**src/rtl/chan_arb_pkg.sv**
```systemverilog
package chan_arb_pkg;

    typedef enum logic [2:0] {
        ST_IDLE,
        ST_RST_HI,
        ST_RST_LO,
        ST_SW,
        ST_MCU
    } arb_state_e;

    localparam logic [1:0] OWN_IDLE = 2'd0;
    localparam logic [1:0] OWN_SW   = 2'd1;
    localparam logic [1:0] OWN_MCU  = 2'd2;

endpackage

```
**src/rtl/chan_arb_poll_timer.sv**
```systemverilog
module chan_arb_poll_timer #(
    parameter int POLL_LIMIT  = 11,
    parameter int POLL_PERIOD = 4
) (
    input  logic clk,
    input  logic rst_n,
    input  logic run,
    input  logic clear,
    output logic expired
);
    localparam int WINDOW = POLL_LIMIT * POLL_PERIOD;
    localparam int CW     = $clog2(WINDOW + 1);
    localparam logic [CW-1:0] LAST = CW'(WINDOW - 1);

    logic [CW-1:0] cnt_q;

    // Counts the cycles spent in one wait; restarts whenever the wait changes.
    always_ff @(posedge clk or negedge rst_n) begin
        if (!rst_n) begin
            cnt_q <= '0;
        end else if (!run || clear) begin
            cnt_q <= '0;
        end else if (cnt_q != LAST) begin
            cnt_q <= cnt_q + 1'b1;
        end
    end

    assign expired = run && (cnt_q == LAST);

endmodule

```
**src/rtl/chan_arb_fsm.sv**
```systemverilog
module chan_arb_fsm
    import chan_arb_pkg::*;
(
    input  logic       clk,
    input  logic       rst_n,
    input  logic       sw_req_wr,
    input  logic       sw_done_wr,
    input  logic       mcu_req,
    input  logic       chan_rst_done,
    input  logic       enabled,
    input  logic       expired,
    output arb_state_e state_q,
    output logic       start_seq,
    output logic       seq_timeout,
    output logic       wait_clear,
    output logic       timer_run
);
    arb_state_e state_d;

    // State register.
    always_ff @(posedge clk or negedge rst_n) begin
        if (!rst_n) begin
            state_q <= ST_IDLE;
        end else begin
            state_q <= state_d;
        end
    end

    // Next-state logic.
    always_comb begin
        state_d = state_q;
        unique case (state_q)
            ST_IDLE: begin
                if (mcu_req) begin
                    state_d = ST_MCU;
                end else if (sw_req_wr) begin
                    state_d = enabled ? ST_SW : ST_RST_HI;
                end
            end
            ST_RST_HI: begin
                if (chan_rst_done) begin
                    state_d = ST_RST_LO;
                end else if (expired) begin
                    state_d = ST_IDLE;
                end
            end
            ST_RST_LO: begin
                if (!chan_rst_done) begin
                    state_d = ST_SW;
                end else if (expired) begin
                    state_d = ST_IDLE;
                end
            end
            ST_SW: begin
                if (sw_done_wr) begin
                    state_d = ST_IDLE;
                end
            end
            ST_MCU: begin
                if (!mcu_req) begin
                    state_d = ST_IDLE;
                end
            end
            default: state_d = ST_IDLE;
        endcase
    end

    // Transition-event outputs.
    always_comb begin
        start_seq   = 1'b0;
        seq_timeout = 1'b0;
        wait_clear  = 1'b0;
        timer_run   = 1'b0;
        unique case (state_q)
            ST_IDLE: begin
                start_seq = !mcu_req && sw_req_wr && !enabled;
            end
            ST_RST_HI: begin
                timer_run   = 1'b1;
                wait_clear  = chan_rst_done;
                seq_timeout = !chan_rst_done && expired;
            end
            ST_RST_LO: begin
                timer_run   = 1'b1;
                seq_timeout = chan_rst_done && expired;
            end
            ST_SW, ST_MCU: begin
            end
            default: begin
            end
        endcase
    end

endmodule

```
**src/rtl/chan_arb_status.sv**
```systemverilog
module chan_arb_status
    import chan_arb_pkg::*;
(
    input  logic       clk,
    input  logic       rst_n,
    input  arb_state_e state_q,
    input  logic       start_seq,
    input  logic       seq_timeout,
    output logic [1:0] owner_status,
    output logic       chan_enable,
    output logic       chan_reset,
    output logic       seq_error
);
    // The enable register and the sticky error flag.
    always_ff @(posedge clk or negedge rst_n) begin
        if (!rst_n) begin
            chan_enable <= 1'b0;
            seq_error   <= 1'b0;
        end else begin
            if (start_seq) begin
                chan_enable <= 1'b1;
            end else if (seq_timeout) begin
                chan_enable <= 1'b0;
            end
            if (seq_timeout) begin
                seq_error <= 1'b1;
            end
        end
    end

    // Decode the state into the ownership code and the reset line.
    always_comb begin
        owner_status = OWN_IDLE;
        chan_reset   = 1'b0;
        unique case (state_q)
            ST_IDLE:   owner_status = OWN_IDLE;
            ST_RST_HI: chan_reset   = 1'b1;
            ST_RST_LO: owner_status = OWN_IDLE;
            ST_SW:     owner_status = OWN_SW;
            ST_MCU:    owner_status = OWN_MCU;
            default:   owner_status = OWN_IDLE;
        endcase
    end

endmodule

```
**src/rtl/chan_arb_top.sv**
```systemverilog
module chan_arb_top
    import chan_arb_pkg::*;
#(
    parameter int POLL_LIMIT  = 11,
    parameter int POLL_PERIOD = 4
) (
    input  logic       clk,
    input  logic       rst_n,
    input  logic       sw_req_wr,
    input  logic       sw_done_wr,
    input  logic       mcu_req,
    input  logic       chan_rst_done,
    output logic [1:0] owner_status,
    output logic       chan_enable,
    output logic       chan_reset,
    output logic       seq_error
);
    arb_state_e state_q;
    logic       start_seq;
    logic       seq_timeout;
    logic       wait_clear;
    logic       timer_run;
    logic       expired;

    chan_arb_fsm u_fsm (
        .clk          (clk),
        .rst_n        (rst_n),
        .sw_req_wr    (sw_req_wr),
        .sw_done_wr   (sw_done_wr),
        .mcu_req      (mcu_req),
        .chan_rst_done(chan_rst_done),
        .enabled      (chan_enable),
        .expired      (expired),
        .state_q      (state_q),
        .start_seq    (start_seq),
        .seq_timeout  (seq_timeout),
        .wait_clear   (wait_clear),
        .timer_run    (timer_run)
    );

    chan_arb_poll_timer #(
        .POLL_LIMIT (POLL_LIMIT),
        .POLL_PERIOD(POLL_PERIOD)
    ) u_timer (
        .clk    (clk),
        .rst_n  (rst_n),
        .run    (timer_run),
        .clear  (wait_clear),
        .expired(expired)
    );

    chan_arb_status u_status (
        .clk         (clk),
        .rst_n       (rst_n),
        .state_q     (state_q),
        .start_seq   (start_seq),
        .seq_timeout (seq_timeout),
        .owner_status(owner_status),
        .chan_enable (chan_enable),
        .chan_reset  (chan_reset),
        .seq_error   (seq_error)
    );

endmodule

```
**config.mk**
```make
export PLATFORM = sky130hd
export DESIGN_NAME = chan_arb_top
export DESIGN_NICKNAME = d
export VERILOG_FILES = /design/src/rtl/chan_arb_pkg.sv /design/src/rtl/chan_arb_poll_timer.sv /design/src/rtl/chan_arb_fsm.sv /design/src/rtl/chan_arb_status.sv /design/src/rtl/chan_arb_top.sv
export SDC_FILE = /design/constraint.sdc
export NUM_CORES = 1
export LEC_CHECK = 0
export CAP_MARGIN = 10
export CELL_PAD_IN_SITES_DETAIL_PLACEMENT = 1
export CELL_PAD_IN_SITES_GLOBAL_PLACEMENT = 1
export CORE_UTILIZATION = 41
export CTS_CLUSTER_DIAMETER = 150
export CTS_CLUSTER_SIZE = 14
export DETAILED_ROUTE_END_ITERATION = 16
export PLACE_DENSITY = 0.77
export SYNTH_ARGS = -nofsm -noshare
export SYNTH_HDL_FRONTEND = slang
export SYNTH_HIERARCHICAL = 1
export SYNTH_SLANG_ARGS = --single-unit
```
**constraint.sdc**
```tcl
create_clock -name clk -period 4.3 [get_ports clk]
set_input_delay 0.645 -clock clk [delete_from_list [all_inputs] [get_ports clk]]
set_output_delay 0.645 -clock clk [all_outputs]
set_load 0.005 [all_outputs]
```
==> reports/metrics.yaml <==
drt:
  drc_errors: 0
  drt_pre_antenna_iters: 3
  detail_route.wirelength_um: 1450
  routedWlPerCell_um: 15.1
  wl_met1_um: 715
  viasPerCell: 5.78
  ant_nets: 0
  num_vias: 555
  top_layer: "met4"
  route.met3.wl_um: 63
  wl_met2_um: 643
  drt_iter0_drc: 11
yosys:
  async_flop_share_pct: 100
  syn_avg_cell_area_sq_um: 9.90
  syn_nets: 75
  synth_mux_area_share_pct: 0
  ys_seq_area_share_pct: 40.9
  syn_inst: 68
  synthFlopType: "dfrtp_1"
  synth_simple_gate_area_share_pct: 35.9
  synth_edf_count: 0
  synth-xor-area-share_pct: 3.90
  synthAdderAreaFrac_pct: 1.86
  synth_top_family_by_area: "simple AND/OR/NAND/NOR gates"
  synth_area_sq_um: 673
  ys_ff_latch: 11
  synth-compound-area-share_pct: 13.6
  yosys_warnings: 6
  yosys.cell_types.count: 35
worst_setup_path:
  endpoint_kind: "output port"
  cp_cell_sequence: "nor3b_1 -> clkdlybuf4s50_1"
  path_max_fanout: 16
  criticalPathCategory: "reg -> out"
  worstPathRequired_ps: 3650
  arrival_ps: 1640
  cp_top_family: "flip-flops"
  worstSetupStartpointType: "flop"
  slowest_delay_ps: 610
  cpMaxStageDelayCell: "dfrtp_1"
  critical_path_buf_inv_count: 1
layout:
  layout-drive-gt1-share_pct: 8.75
  area_growth_pct: 18.4
  final_cells: 96
  n_antenna_cell: 0
  fin_area_sq_um: 797
  nNetsFinal: 88
floorplanning:
  start_util_pct: 44.2
  die-area_sq_um: 1810
  die_h_um: 42.5
  pin_count: 11
  die_w_um: 42.5
  rows: 14
  core_sq_um: 1520
grt:
  antenna_found_initial: 0
  grt_pass1_wl_um: 2600
  grt_pass1_vias: 543
  grt-ovfl-total: 0
  track_usage_pct: 20.2
  grt_max_degree: 17
cts:
  cts_hold_buffers: 0
  root_buffer: "clkbuf_4"
  cts_tree: "built"
  htreeDepth: 1
  cts_buffers: 3
  cts_resized: 0
  cts.sinks: 11
  clkTransAtPathRegs_ps: 70
  post_cts_buffers: 0
  clockBufferDepth: 2
  insertion_delay_ps: 270
placed_design:
  dp.cells: 92
  place_area_sq_um: 771
  place.gp.congestion: 0.750
  hpwl_um: 1050
  numPortBuffers: 10
timing:
  fin_crit_sh_pct: 53.2
  period_needed_ps: 2290
  rsz0062_at_grt: "no"
  hold_violations: 0
  worst_pin_slew_ps: 501
  finalSetupViolCount: 0
  clock_skew_ps: 2.61
  fmax_mhz: 437
  setup_tns_ps: 0
  slew_headroom_pct: 66.5
  drv_slew: 0
power_and_ir_drop:
  ir_worst_vdd_uv: 232
  power_uw: 413
  p_per_area_nw_per_um2: 518
  leakage_uw: 0.000332
worst_hold_path:
  hp-class: "reg -> reg"
run_status:
  status: "complete, no violations"
flow_run:
  maxCapViolations: 0
==> final cells by class <==
class,instances,area (sq um)
clock buffers,4,26.3
fillers,179,727
inverters,1,3.75
multi-input cells,54,372
flip-flops and latches,11,275
well taps,16,20.0
repair buffers,10,100
==> synthesized netlist by cell type (3+ instances only) <==
cell      n  area share [%]
a21o_1    3             3.3
nor3b_1   3             3.3
dfrtp_1  11              41
o21ai_1   3             2.2
nor2_1    6             3.3
a21oi_1   4             3.0
==> routing by layer <==
metal / global-route usage [%] / vias up
met5: 0 / -
met4: 10.6 / 0
met3: 7.33 / 4
met2: 29.5 / 10
met1: 26.0 / 269
li1: - / 272
==> report_power, final <==
part	total, uW	switching [uW]	internal (uW)
clock	68.7	32.8	35.9
combinational	160	71.5	88.9
sequential	183	55.3	128
total	413	160	253
==> sequential cells by signal, indices dropped and copies added (netlist names) <==
signal                cells
u_timer/cnt_q             6
u_status/chan_enable      1
u_fsm/state_q             3
u_status/seq_error        1
==> worst register-to-register path, cell delays in order, from the launching register on <==
cell and delay (ps):
dfrtp_1 420, ha_1 270, and4bb_4 240, and3_1 210
a21o_1 180, a221o_1 350, o21ai_1 130
==> cells in the final DEF (no fill, tap or decap), types with 2 or more instances in the layout <==
| cell type | synthesis | final |
|---|---|---|
| o21ai_0 | 2 | 2 |
| a21o_1 | 3 | 3 |
| nor3b_1 | 3 | 3 |
| or3_1 | 2 | 2 |
| nand2b_1 | 2 | 2 |
| and2_1 | 2 | 2 |
| a21oi_1 | 4 | 4 |
| clkbuf_4 | 0 | 3 |
| clkdlybuf4s50_1 | 0 | 10 |
| nor2b_1 | 2 | 2 |
| xor2_1 | 2 | 2 |
| nand2_1 | 2 | 2 |
| nand3_1 | 2 | 2 |
| o21ai_1 | 3 | 3 |
| nor2_1 | 6 | 6 |
| dfrtp_1 | 11 | 11 |
==> path summary, 6_finish.rpt <==
| path | from | end | slack (ps) | depth (start not counted) |
|---|---|---|---|---|
| min in group asynchronous | rst_n | u_fsm/state_q[0] | 710 | 1 |
| hold / removal | u_status/seq_error | u_status/seq_error | 470 | 1 |
| setup reg to reg | u_timer/cnt_q[0] | u_fsm/state_q[1] | 2430 | 6 |
| max in group asynchronous | rst_n | u_status/seq_error | 3250 | 1 |
| setup / recovery | u_fsm/state_q[0] | chan_reset | 2010 | 2 |
| hold reg to reg | u_status/seq_error | u_status/seq_error | 470 | 1 |
==> kinds of logic after synthesis <==
family          count (synthesis)
simple gates                   35
compound gates                 15
flops                          11
xor+xnor                        3
buf+inv                         3
fa+ha+maj                       1
==> stage by stage <==
stage / setup WS (ps) / util [%] / hold slack, ps
detailed placement: 2270 / 50.6 / 452
floorplan: 2610 / - / 349
global route: 1900 / 52.3 / 485
CTS: 1990 / 52.3 / 475
finish: 2010 / 52.3 / 470
global placement: 2270 / 50.6 / 447
Power figures use the tool's default switching activity.
